--- src/rtl/remapPkg.sv ---
package remapPkg;
  // Strobes handed from the control half to the decode half
  typedef struct packed {
    logic remapActive;   // remap bit set and honoured by the board strap
    logic bootFromRom;   // boot switch selects ROM (or external bus)
  } ctrlStrobes_t;
endpackage

--- src/rtl/remapCtrl.sv ---
module remapCtrl
  import remapPkg::*;
#(
  parameter int DW = 32
) (
  input  logic          clk,
  input  logic          rstN,
  input  logic          regSel,
  input  logic          regWrite,
  input  logic [DW-1:0] regWrData,
  input  logic          bootSwitchOn,
  input  logic          boardPresentN,
  output ctrlStrobes_t  strobes,
  output logic [DW-1:0] remapRead
);
  logic remapBit;
  logic unusedWrBits;

  assign unusedWrBits = ^regWrData[DW-1:1];

  always_ff @(posedge clk) begin
    if (!rstN) begin
      remapBit <= 1'b0;
    end else if (regSel && regWrite) begin
      remapBit <= regWrData[0];
    end
  end

  always_comb begin
    strobes.remapActive = remapBit & ~boardPresentN;
    strobes.bootFromRom = bootSwitchOn;
    remapRead           = '0;
    remapRead[0]        = remapBit;
  end
endmodule

--- src/rtl/remapDecode.sv ---
module remapDecode
  import remapPkg::*;
#(
  parameter int AW         = 32,
  parameter int WINDOW_AW  = 18,
  parameter int REGION_AW  = 28,
  parameter int FLASH_AW   = 22,
  parameter bit LOGIC_MODE = 1'b0
) (
  input  logic [AW-1:0]       addr,
  input  logic                accessValid,
  input  ctrlStrobes_t        strobes,
  output logic                romSel,
  output logic                flashSel,
  output logic                ramSel,
  output logic                extSel,
  output logic [FLASH_AW-1:0] flashAddr
);
  localparam int WIN_TOP_W = AW - WINDOW_AW;
  localparam int REG_TOP_W = AW - REGION_AW;

  assign flashAddr = addr[FLASH_AW-1:0];

  generate
    if (LOGIC_MODE) begin : gSecondary
      logic inRegion;
      logic unusedRemap;
      assign unusedRemap = strobes.remapActive;
      assign inRegion = (addr[AW-1:REGION_AW] == {REG_TOP_W{1'b0}});
      always_comb begin
        romSel   = 1'b0;
        ramSel   = 1'b0;
        extSel   = accessValid & inRegion & strobes.bootFromRom;
        flashSel = accessValid & inRegion & ~strobes.bootFromRom;
      end
    end else begin : gBase
      logic inWindow;
      assign inWindow = (addr[AW-1:WINDOW_AW] == {WIN_TOP_W{1'b0}});
      always_comb begin
        romSel   = 1'b0;
        flashSel = 1'b0;
        ramSel   = 1'b0;
        extSel   = 1'b0;
        if (accessValid && inWindow) begin
          if (strobes.remapActive)      ramSel   = 1'b1;
          else if (strobes.bootFromRom) romSel   = 1'b1;
          else                          flashSel = 1'b1;
        end
      end
    end
  endgenerate
endmodule

--- src/rtl/bootRemapDecoder.sv ---
module bootRemapDecoder
  import remapPkg::*;
#(
  parameter int AW         = 32,
  parameter int DW         = 32,
  parameter int WINDOW_AW  = 18,
  parameter int REGION_AW  = 28,
  parameter int FLASH_AW   = 22,
  parameter bit LOGIC_MODE = 1'b0
) (
  input  logic                clk,
  input  logic                rstN,
  input  logic [AW-1:0]       addr,
  input  logic                accessValid,
  input  logic                regSel,
  input  logic                regWrite,
  input  logic [DW-1:0]       regWrData,
  input  logic                bootSwitchOn,
  input  logic                boardPresentN,
  output logic                romSel,
  output logic                flashSel,
  output logic                ramSel,
  output logic                extSel,
  output logic [FLASH_AW-1:0] flashAddr,
  output logic [DW-1:0]       remapRead
);
  ctrlStrobes_t strobes;

  remapCtrl #(.DW(DW)) uCtrl (
    .clk(clk), .rstN(rstN), .regSel(regSel), .regWrite(regWrite),
    .regWrData(regWrData), .bootSwitchOn(bootSwitchOn),
    .boardPresentN(boardPresentN), .strobes(strobes), .remapRead(remapRead)
  );

  remapDecode #(
    .AW(AW), .WINDOW_AW(WINDOW_AW), .REGION_AW(REGION_AW),
    .FLASH_AW(FLASH_AW), .LOGIC_MODE(LOGIC_MODE)
  ) uDecode (
    .addr(addr), .accessValid(accessValid), .strobes(strobes),
    .romSel(romSel), .flashSel(flashSel), .ramSel(ramSel),
    .extSel(extSel), .flashAddr(flashAddr)
  );
endmodule

--- config.mk ---
export PLATFORM = sky130hd
export DESIGN_NAME = bootRemapDecoder
export DESIGN_NICKNAME = d
export VERILOG_FILES = /design/src/rtl/remapPkg.sv /design/src/rtl/remapCtrl.sv /design/src/rtl/remapDecode.sv /design/src/rtl/bootRemapDecoder.sv
export SDC_FILE = /design/constraint.sdc
export NUM_CORES = 1
export LEC_CHECK = 0
export ABC_CLOCK_PERIOD_IN_PS = 1570
export BUFFER_PORTS_ARGS = -buffer_cell sky130_fd_sc_hd__buf_2
export CAP_MARGIN = 40
export CORE_MARGIN = 4
export CORE_UTILIZATION = 24
export CTS_CLUSTER_DIAMETER = 80
export DETAILED_ROUTE_END_ITERATION = 6
export PLACE_DENSITY = 0.87
export SLEW_MARGIN = 20
export SYNTH_ARGS = -nofsm -noshare
export SYNTH_HDL_FRONTEND = slang
export SYNTH_SLANG_ARGS = --single-unit
--- constraint.sdc ---
create_clock -name clk -period 1.57 [get_ports clk]
set_input_delay 0.314 -clock clk [delete_from_list [all_inputs] [get_ports clk]]
set_output_delay 0.314 -clock clk [all_outputs]
set_load 0.05 [all_outputs]
==> metrics.md, run 1 <==
| Metric | Value |
|---|---|
| Outcome | finished, violations left |
| Failing checks | setup timing |
| Clk pin slew, worst setup/hold paths | 0 ns |
| Min-delay src | uCtrl.remapBit |
| Commonest non-fill, non-tap cell in the layout | conb_1 |
| Total gr overflow | 0 |
| Inserted Diodes | 0 |
| Final ANT Viol Nets | 0 |
| Static Leak | 0.0002674 µW |
| Synth top area share | 76.74% |
| R2r setup slk | 0.96 ns |
| Setup_tns | -0.02874 ns |
| Gp weighted congestion | 0.7592 |
| Placed cell area | 420.4 µm² |
| Register area share after synthesis | 3.721% |
| Area delta synth->final | -10.47% |
| GRT Total Usage | 6.071% |
| Worst-Skew Late Latency | 0 ns |
| Yosys Warn Count | 0 |
| Max Clock Freq | 625.5 MHz |
| Detailed-placement wirelength estimate | 931.9 µm |
| DR WL/cell | 10.32 µm |
| Worst-case reg-to-reg path depth | 2 |
| Core ar. | 2042 µm² |
| Largest register FFs | 1 |
| DR iter-0 viols | 5 |
| Synth Instances | 71 |
| DRT Wirelength | 1063 µm |
| Max_cap viols | 0 |
| Critical path type | input port to output port |
| Synth cell types | 13 |
| Share of cells above drive strength 1 | 43.42% |
| Die ar. | 3063 µm² |
| Hold depth | 2 |
| Port Buffers | 29 |
| Synth area leader | buf_4 |
| First-pass GRT wire length | 1607 µm |
| Final worst slack | -0.02874 ns |
| FP Rows | 16 |
| Die Wd | 55.35 µm |
| Remaining DRCs | 0 |
| Design area | 481.7 µm² |
| Pre-antenna DRT Iters | 2 |
| IO Count | 129 |
| Worst clock skew | 0 ns |
| Worst-path fanout max | 3 |
| DR vias/cell | 3.379 |
| Peak VDD IR | 0.1579 mV |
| Die span in y | 55.35 µm |
| Hold Path Class | register to register |
| FF+latch count, synth | 1 |
| Initial antenna violation count | 0 |
| Hold Vio Cnt, Final | 0 |
| Netlist Area Pre-Place | 538.0 µm² |
| Reg with most FFs | uCtrl.remapBit |
| Final Setup Violations | 1 |
| Crit share post-route | 101.8% |
| Most frequent cells in the layout | 32 x conb_1, 22 x buf_2, 7 x buf_6 |
| Crit path launch type | input port |
| Vias in the first global route | 319 |
| Minimum clock period | 1.599 ns |
| Critical R2R Capture | uCtrl.remapBit |
| Worst Hold End | uCtrl.remapBit |
| Regs by FF count | uCtrl.remapBit: 1 flops |
| Pwr per Cell Area | 571.6 nW/µm² |
| RR Startpoint | uCtrl.remapBit |
| Crit path DAT | 1.28 ns |
| Largest net degree at the start of global routing | 4 |
| # nets final | 149 |
| Starting density of the core | 26.35% |
| Final slew viol count | 0 |
| Area contributors post-synth | buf_4 77%, nor4_2 4.7%, dfxtp_1 3.7%, nor4b_2 2.8%, nor3b_2 2.3% |
| CP Capture Type | output port |
| Setup WS pre-CTS | -0.1367 ns |
| Post-CTS setup buffers | 0 |
| Avg Cell Area, Syn | 7.578 µm² |
| RSZ-0062 raised after global routing | true |
| Vias | 348 |
| CP required | 1.26 ns |
-- where the power goes --
part           internal (µW)  leakage, µW  switching, µW
clock                      0            0              0
sequential              27.1   0.00000818          0.898
combinational           35.2     0.000259            212
total                   62.3     0.000267            213
-- metrics by stage --
stage                     cells  hold slack [ns]  total power [µW]  utilization [%]
after floorplan             102           0.4574             419.9                -
after global placement      103           0.4839             259.9            20.59
after detailed placement    103           0.4963             262.0            20.59
after CTS                   103           0.4963             269.5            22.49
after global routing        103           0.5177             284.7            23.59
final                       103           0.4796             275.3            23.59
-- layout make-up --
cell class              instances  area [µm²]
fillers                       233        1560
flip-flops and latches          1       20.02
multi-input cells              46       239.0
well taps                      27       33.78
repair buffers                 29       188.9
-- metal layers --
metal,GRT usage [%],vias to the layer above,part of all wire [%]
met5,0,-,0
li1,-,147,-
met1,4.539,148,28
met3,1.632,14,16
met2,12.67,39,51
met4,4.167,0,5.2
-- worst max-delay path, cell delays in order --
cell,delay (ns)
buf_6,0.09
nor4_4,0.26
nand4_1,0.20
nor3b_2,0.23
buf_6,0.18
-- worst max path at each step --
| stage | startpoint | endpoint | slack, ns | depth (start not counted) |
|---|---|---|---|---|
| detailed placement | addr[24] | flashSel | -0.14 | 5 |
| global route | addr[22] | flashSel | -0.06 | 5 |
| finish | addr[22] | flashSel | -0.03 | 5 |
| floorplan | addr[28] | romSel | -0.16 | 3 |
| global placement | addr[24] | flashSel | -0.08 | 5 |
| CTS | addr[20] | flashSel | -0.06 | 5 |
-- cells in the mapped netlist --
cell type	number
a21boi_0	1
buf_4	55
conb_1	1
dfxtp_1	1
nand2_1	3
nand2b_1	1
nand3_1	1
nand4_1	1
nor2_1	2
nor3_1	1
nor3b_2	1
nor4_2	2
nor4b_2	1
-- cell families after synthesis --
logic type | after synthesis | synth area share (%)
flip-flops | 1 | 3.721
buffers and inverters | 55 | 76.74
AND/OR/NAND/NOR | 13 | 17.44
AO/OA/AOI/OAI | 1 | 1.396
other | 1 | 0.6970
-- timing repair --
action,4_1_cts,5_1_grt
setup endpoints to repair,3,3
pin swaps,4,3
hold endpoints to repair,0,0
resized for setup,8,4
hold buffers,0,0
No activity file was read; power rests on OpenSTA's default activity.
==> run 2: changes to the inputs <==
- ABC_CLOCK_PERIOD_IN_PS: 1570 -> 1300
- CORE_ASPECT_RATIO: not set -> 0.7
- CORE_UTILIZATION: 24 -> 20
- PLACE_DENSITY: 0.87 -> 0.78
- REMOVE_ABC_BUFFERS: not set -> 1
- clock period: 1.57 -> 1.3 ns (I/O delays scaled with it)
==> metrics.md, run 2 (synthesis results as in run 1) <==
| Metric | Value |
|---|---|
| Crit path launch type | input port (unchanged) |
| Final ANT Viol Nets | 0 (unchanged) |
| Critical Path Most Common Cell | buf_6 (unchanged) |
| Regs by FF count | uCtrl.remapBit: 1 flops (unchanged) |
| Largest register FFs | 1 (unchanged) |
| Failing checks | setup timing (unchanged) |
| Min-delay src | uCtrl.remapBit (unchanged) |
| Pwr per Cell Area | 697.5 nW/µm² (was 571.6 nW/µm²) |
| Hold depth | 2 (unchanged) |
| Max Clock Freq | 670.6 MHz |
| DR iter-0 viols | 3 (was 5) |
| Final slew viol count | 0 (unchanged) |
| CP Cell Sequence | buf_6 -> nor4_4 -> nand4_1 -> nor3b_2 -> buf_6 (unchanged) |
| RR Startpoint | uCtrl.remapBit (unchanged) |
| Most frequent cells in the layout | 32 x conb_1, 24 x buf_2, 4 x buf_6 (was 32 x conb_1, 22 x buf_2, 7 x buf_6) |
| Area delta synth->final | -13.49% (was -10.47%) |
| Peak VDD IR | 0.1958 mV (was 0.1579 mV) |
| Setup_tns | -0.4653 ns (was -0.02874 ns) |
| Worst-case reg-to-reg path depth | 2 (unchanged) |
| Gp weighted congestion | 0.5066 (was 0.7592) |
| Total gr overflow | 0 (unchanged) |
| Commonest non-fill, non-tap cell in the layout | conb_1 (unchanged) |
| DR vias/cell | 3.127 (was 3.379) |
| Reg with most FFs | uCtrl.remapBit (unchanged) |
| Pwr Total | 324.6 µW (was 275.3 µW) |
| Crit-path max cell delay | 0.27 ns (was 0.26 ns) |
| R2r setup slk | 0.67 ns (was 0.96 ns) |
| Die ar. | 3597 µm² (was 3063 µm²) |
| Hold buffers post-CTS | 0 (unchanged) |
| Vias in the first global route | 289 (was 319) |
| Fillers | 279 (was 233) |
| FP Rows | 15 (was 16) |
| Vias | 344 (was 348) |
| RSZ-0062 raised after global routing | true (unchanged) |
| Core ar. | 2515 µm² (was 2042 µm²) |
| Slowest stage cell, crit path | nor4_4 (unchanged) |
| Worst Hold End | uCtrl.remapBit (unchanged) |
| Inserted Diodes | 0 (unchanged) |
| Critical path type | input port to output port (unchanged) |
| Die Wd | 69.99 µm (was 55.35 µm) |
| Largest net degree at the start of global routing | 4 (unchanged) |
| Share of cells above drive strength 1 | 43.42% (unchanged) |
| CP required | 1.04 ns (was 1.26 ns) |
| Critical R2R Capture | uCtrl.remapBit (unchanged) |
| First-pass GRT wire length | 1725 µm (was 1607 µm) |
| Starting density of the core | 21.39% (was 26.35%) |
| Critical path buffers and inverters | 2 (unchanged) |
| DRT Wirelength | 1330 µm (was 1063 µm) |
| Hold Path Class | register to register (unchanged) |
| Final worst slack | -0.1911 ns (was -0.02874 ns) |
| Clk pin slew, worst setup/hold paths | 0 ns (about the same) |
| Port Buffers | 29 (unchanged) |
| CP Capture Type | output port (unchanged) |
| Worst clock skew | 0 ns (unchanged) |
| DR WL/cell | 12.09 µm (was 10.32 µm) |
| Internal power | 70.67 µW (was 62.33 µW) |
| Pre-antenna DRT Iters | 2 (unchanged) |
| GRT Total Usage | 6.365% (was 6.071%) |
| Combinational power share | 89.5% (was 89.8%) |
| Crit path DAT | 1.23 ns (was 1.28 ns) |
| Hold Vio Cnt, Final | 0 (unchanged) |
| IO Count | 129 (unchanged) |
| Outcome | finished, violations left (unchanged) |
| Minimum clock period | 1.491 ns |
| Sw power | 254.0 µW (was 213.0 µW) |
| Top delay family on crit path | simple AND/OR/NAND/NOR gates (unchanged) |
| Max_cap viols | 0 (unchanged) |
| Static Leak | 0.0002609 µW (was 0.0002674 µW) |
| Seq pwr share | 10.5% (was 10.2%) |
| Initial antenna violation count | 0 (unchanged) |
| Worst-Skew Late Latency | 0 ns (about the same) |
| Crit share post-route | 114.7% |
| Final non-filler cell total | 110 (was 103) |
| Die span in y | 51.40 µm (was 55.35 µm) |
| Detailed-placement wirelength estimate | 1216 µm (was 931.9 µm) |
| Final core utilization | 18.51% (was 23.59%) |
| Clk pwr share | 0% (about the same) |
| Worst hold slack | 0.4933 ns (was 0.4796 ns) |
| Remaining DRCs | 0 (unchanged) |
| Final Setup Violations | 3 (was 1) |
| Worst-path fanout max | 3 (unchanged) |
| Dpl cells | 110 (was 103) |
| Sw frac | 78.23% (was 77.36%) |
| # nets final | 149 (unchanged) |
## run 2: cell counts in the layout (fill, tap and decap cells not counted)
No cell type changed its count.
## run 2: worst max path at each step
stage,start,end,slack [ns],cells past startpoint
finish,addr[26],flashSel,-0.19,5
global route,addr[26],flashSel,-0.30,5
global placement,addr[23],flashSel,-0.36,5
CTS,addr[26],flashSel,-0.26,5
detailed placement,addr[23],flashSel,-0.37,5
floorplan,uCtrl.remapBit,ramSel,-0.41,2
## run 2: stage by stage
step / cell area [µm²] / setup slack [ns]
after floorplan: 241.5 / -0.4131
after global placement: 429.2 / -0.3626
after detailed placement: 429.2 / -0.3713
after CTS: 465.4 / -0.2647
after global routing: 465.4 / -0.3011
final: 465.4 / -0.1911
## run 2: repair_timing
action | 4_1_cts | 5_1_grt
endpoints found under the setup margin | 3 | 3
setup buffers | 0 | 0
pin swaps | 4 | 3
gates cloned | 0 | 0
gates resized for setup | 8 | 0
endpoints found under the hold margin | 0 | 0
## run 2: power groups by stage
| stage | combinational [µW] | clock (µW) | sequential (µW) |
|---|---|---|---|
| floorplan | 208 | 0 | 38.6 |
| global placement | 280 | 0 | 34.3 |
| detailed placement | 281 | 0 | 34.2 |
| CTS | 288 | 0 | 34.2 |
| global route | 302 | 0 | 34.7 |
| finish | 291 | 0 | 34.0 |
## run 2: worst min-delay path: stages (launching register included)
cell and delay (ns):
dfxtp_1 0.31, nand2_1 0.05, a21boi_0 0.07
## run 2: layer usage
| layer | global-route usage, % | vias to the layer above | routed length (µm) |
|---|---|---|---|
| met4 | 0 | 0 | 0 |
| met1 | 7.639 | 153 | 481 |
| met5 | 0 | - | 0 |
| li1 | - | 149 | - |
| met3 | 5.894 | 0 | 253 |
| met2 | 8.777 | 42 | 595 |
## run 2: final cells by class
type                            instances  area (µm²)  share of cell area [%]
Multi-Input combinational cell         46       230.2                   49.46
Sequential cell                         1       20.02                   4.301
Tap cell                               34       42.54                   9.140
Timing Repair Buffer                   29       172.7                   37.10
==> run 3: changes to the inputs <==
- CORE_MARGIN: 4 -> 5
==> metrics.md, run 3 (synthesis results as in run 1) <==
| Metric | Value |
|---|---|
| Port Buffers | 29 (unchanged) |
| Total gr overflow | 0 (unchanged) |
| Die ar. | 3844 µm² (was 3597 µm²) |
| # nets final | 150 (was 149) |
| Max Clock Freq | 662.1 MHz (was 670.6 MHz) |
| Share of cells above drive strength 1 | 45.45% (was 43.42%) |
| Internal power | 70.68 µW (was 70.67 µW) |
| RSZ-0062 raised after global routing | true (unchanged) |
| Clk pwr share | 0% (about the same) |
| Clk pin slew, worst setup/hold paths | 0 ns (about the same) |
| Dpl cells | 110 (unchanged) |
| Worst-path fanout max | 3 (unchanged) |
| Commonest non-fill, non-tap cell in the layout | conb_1 (unchanged) |
| First-pass GRT wire length | 1552 µm (was 1725 µm) |
| Worst Hold End | uCtrl.remapBit (unchanged) |
| Crit path DAT | 1.25 ns (was 1.23 ns) |
| Worst-Skew Late Latency | 0 ns (about the same) |
| Met1 WL | 361 µm (was 481 µm) |
| Remaining DRCs | 0 (unchanged) |
| Reg with most FFs | uCtrl.remapBit (unchanged) |
| Starting density of the core | 21.39% (unchanged) |
| Hold Path Class | register to register (unchanged) |
| Critical path type | input port to output port (unchanged) |
| Hold Vio Cnt, Final | 0 (unchanged) |
| CP Capture Type | output port (unchanged) |
| Met2 WL post-DR | 654 µm (was 595 µm) |
| RR Startpoint | uCtrl.remapBit (unchanged) |
| Inserted Diodes | 0 (unchanged) |
| Sw frac | 78.28% (was 78.23%) |
| Final non-filler cell total | 111 (was 110) |
| Final ANT Viol Nets | 0 (unchanged) |
| R2r setup slk | 0.71 ns (was 0.67 ns) |
| Worst-case reg-to-reg path depth | 2 (unchanged) |
| Seq pwr share | 10.4% (was 10.5%) |
| Final worst slack | -0.2104 ns (was -0.1911 ns) |
| Static Leak | 0.0002666 µW (was 0.0002609 µW) |
| Pre-antenna DRT Iters | 2 (unchanged) |
| Sw power | 254.8 µW (was 254.0 µW) |
| Largest register FFs | 1 (unchanged) |
| Crit share post-route | 116.2% (was 114.7%) |
| DRT Wirelength | 1345 µm (was 1330 µm) |
| Gp weighted congestion | 0.5394 (was 0.5066) |
| Pwr per Cell Area | 672.2 nW/µm² (was 697.5 nW/µm²) |
| Hold depth | 2 (unchanged) |
| Failing checks | setup timing (unchanged) |
| Most frequent cells in the layout | 32 x conb_1, 24 x buf_2, 5 x buf_6 (was 32 x conb_1, 24 x buf_2, 4 x buf_6) |
| FP Rows | 15 (unchanged) |
| Minimum clock period | 1.510 ns (was 1.491 ns) |
| DR WL/cell | 12.12 µm (was 12.09 µm) |
| GRT Total Usage | 5.538% (was 6.365%) |
| Vias | 334 (was 344) |
| Regs by FF count | uCtrl.remapBit: 1 flops (unchanged) |
| Initial antenna violation count | 0 (unchanged) |
| Met3 WL | 330 µm (was 253 µm) |
| Max_cap viols | 0 (unchanged) |
| IO Count | 129 (unchanged) |
| Fillers | 295 (was 279) |
| Detailed-placement wirelength estimate | 1194 µm (was 1216 µm) |
| DR iter-0 viols | 3 (unchanged) |
| Final slew viol count | 0 (unchanged) |
| Peak VDD IR | 0.1722 mV (was 0.1958 mV) |
| Crit path launch type | input port (unchanged) |
| Worst clock skew | 0 ns (unchanged) |
| DR top layer | met3 (unchanged) |
| Vias in the first global route | 299 (was 289) |
| Die span in y | 53.40 µm (was 51.40 µm) |
| Combinational power share | 89.6% (was 89.5%) |
| CP required | 1.04 ns (about the same) |
| Setup_tns | -0.5211 ns (was -0.4653 ns) |
| Area delta synth->final | -10.00% (was -13.49%) |
| Largest net degree at the start of global routing | 4 (unchanged) |
| Die Wd | 71.99 µm (was 69.99 µm) |
| Outcome | finished, violations left (unchanged) |
| Critical R2R Capture | uCtrl.remapBit (unchanged) |
| Final Setup Violations | 3 (unchanged) |
| Min-delay src | uCtrl.remapBit (unchanged) |
| DR vias/cell | 3.009 (was 3.127) |
| Core ar. | 2515 µm² (unchanged) |
-- run 3: changes by cell type in the layout (fill, tap and decap cells not counted) --
cell / change
nor2_4: +1
buf_6: +1
nor2_1: -1
-- run 3: power groups by stage --
stage	sequential [µW]	combinational, µW	clock (µW)
finish	33.7	292	0
global route	34.2	303	0
CTS	33.9	288	0
detailed placement	33.9	281	0
global placement	34.0	280	0
floorplan	38.6	208	0
-- run 3: worst max-delay path, stage by stage --
cell and delay [ns]:
buf_6 0.10, nor4_4 0.27, nand4_1 0.19, buf_4 0.19
nor2_4 0.08, buf_6 0.16
-- run 3: timing repair --
action / 4_1_cts / 5_1_grt
setup endpoints to repair: 3 / 3
buffers inserted: 0 / 1
pin swaps: 5 / 3
gates cloned: 0 / 0
endpoints found under the hold margin: 0 / 0
hold buffers: 0 / 0
resized for setup: 9 / 2
-- run 3: worst max path at each step --
stage | start | endpoint | slack, ns | cells past startpoint
finish | addr[26] | ramSel | -0.21 | 6
CTS | addr[26] | flashSel | -0.25 | 5
detailed placement | addr[23] | flashSel | -0.35 | 5
floorplan | uCtrl.remapBit | ramSel | -0.41 | 2
global route | addr[26] | flashSel | -0.33 | 5
global placement | addr[23] | flashSel | -0.36 | 5
-- run 3: metrics by stage --
step | util (%) | worst slack, ns | area (µm²) | total power, µW | hold WS, ns
final | 19.25 | -0.2104 | 484.2 | 325.5 | 0.4710
after global routing | 19.25 | -0.3278 | 484.2 | 337.0 | 0.5010
after CTS | 18.66 | -0.2529 | 469.2 | 321.8 | 0.4834
after detailed placement | 17.06 | -0.3493 | 429.2 | 314.7 | 0.4834
after global placement | 17.06 | -0.3592 | 429.2 | 314.0 | 0.4874
after floorplan | - | -0.4131 | 241.5 | 246.7 | 0.4138
-- run 3: final cells by class --
class	instances	area, µm²	area share (%)
multi-input combinational	46	237.7	49.10
sequential	1	20.02	4.134
tap	34	42.54	8.786
timing repair buffer	30	183.9	37.98
-- run 3: routing by layer --
layer,vias to the layer above,GRT usage (%)
li1,149,-
met1,138,5.507
met2,47,7.470
met3,0,6.452
met4,0,0
met5,-,6.349
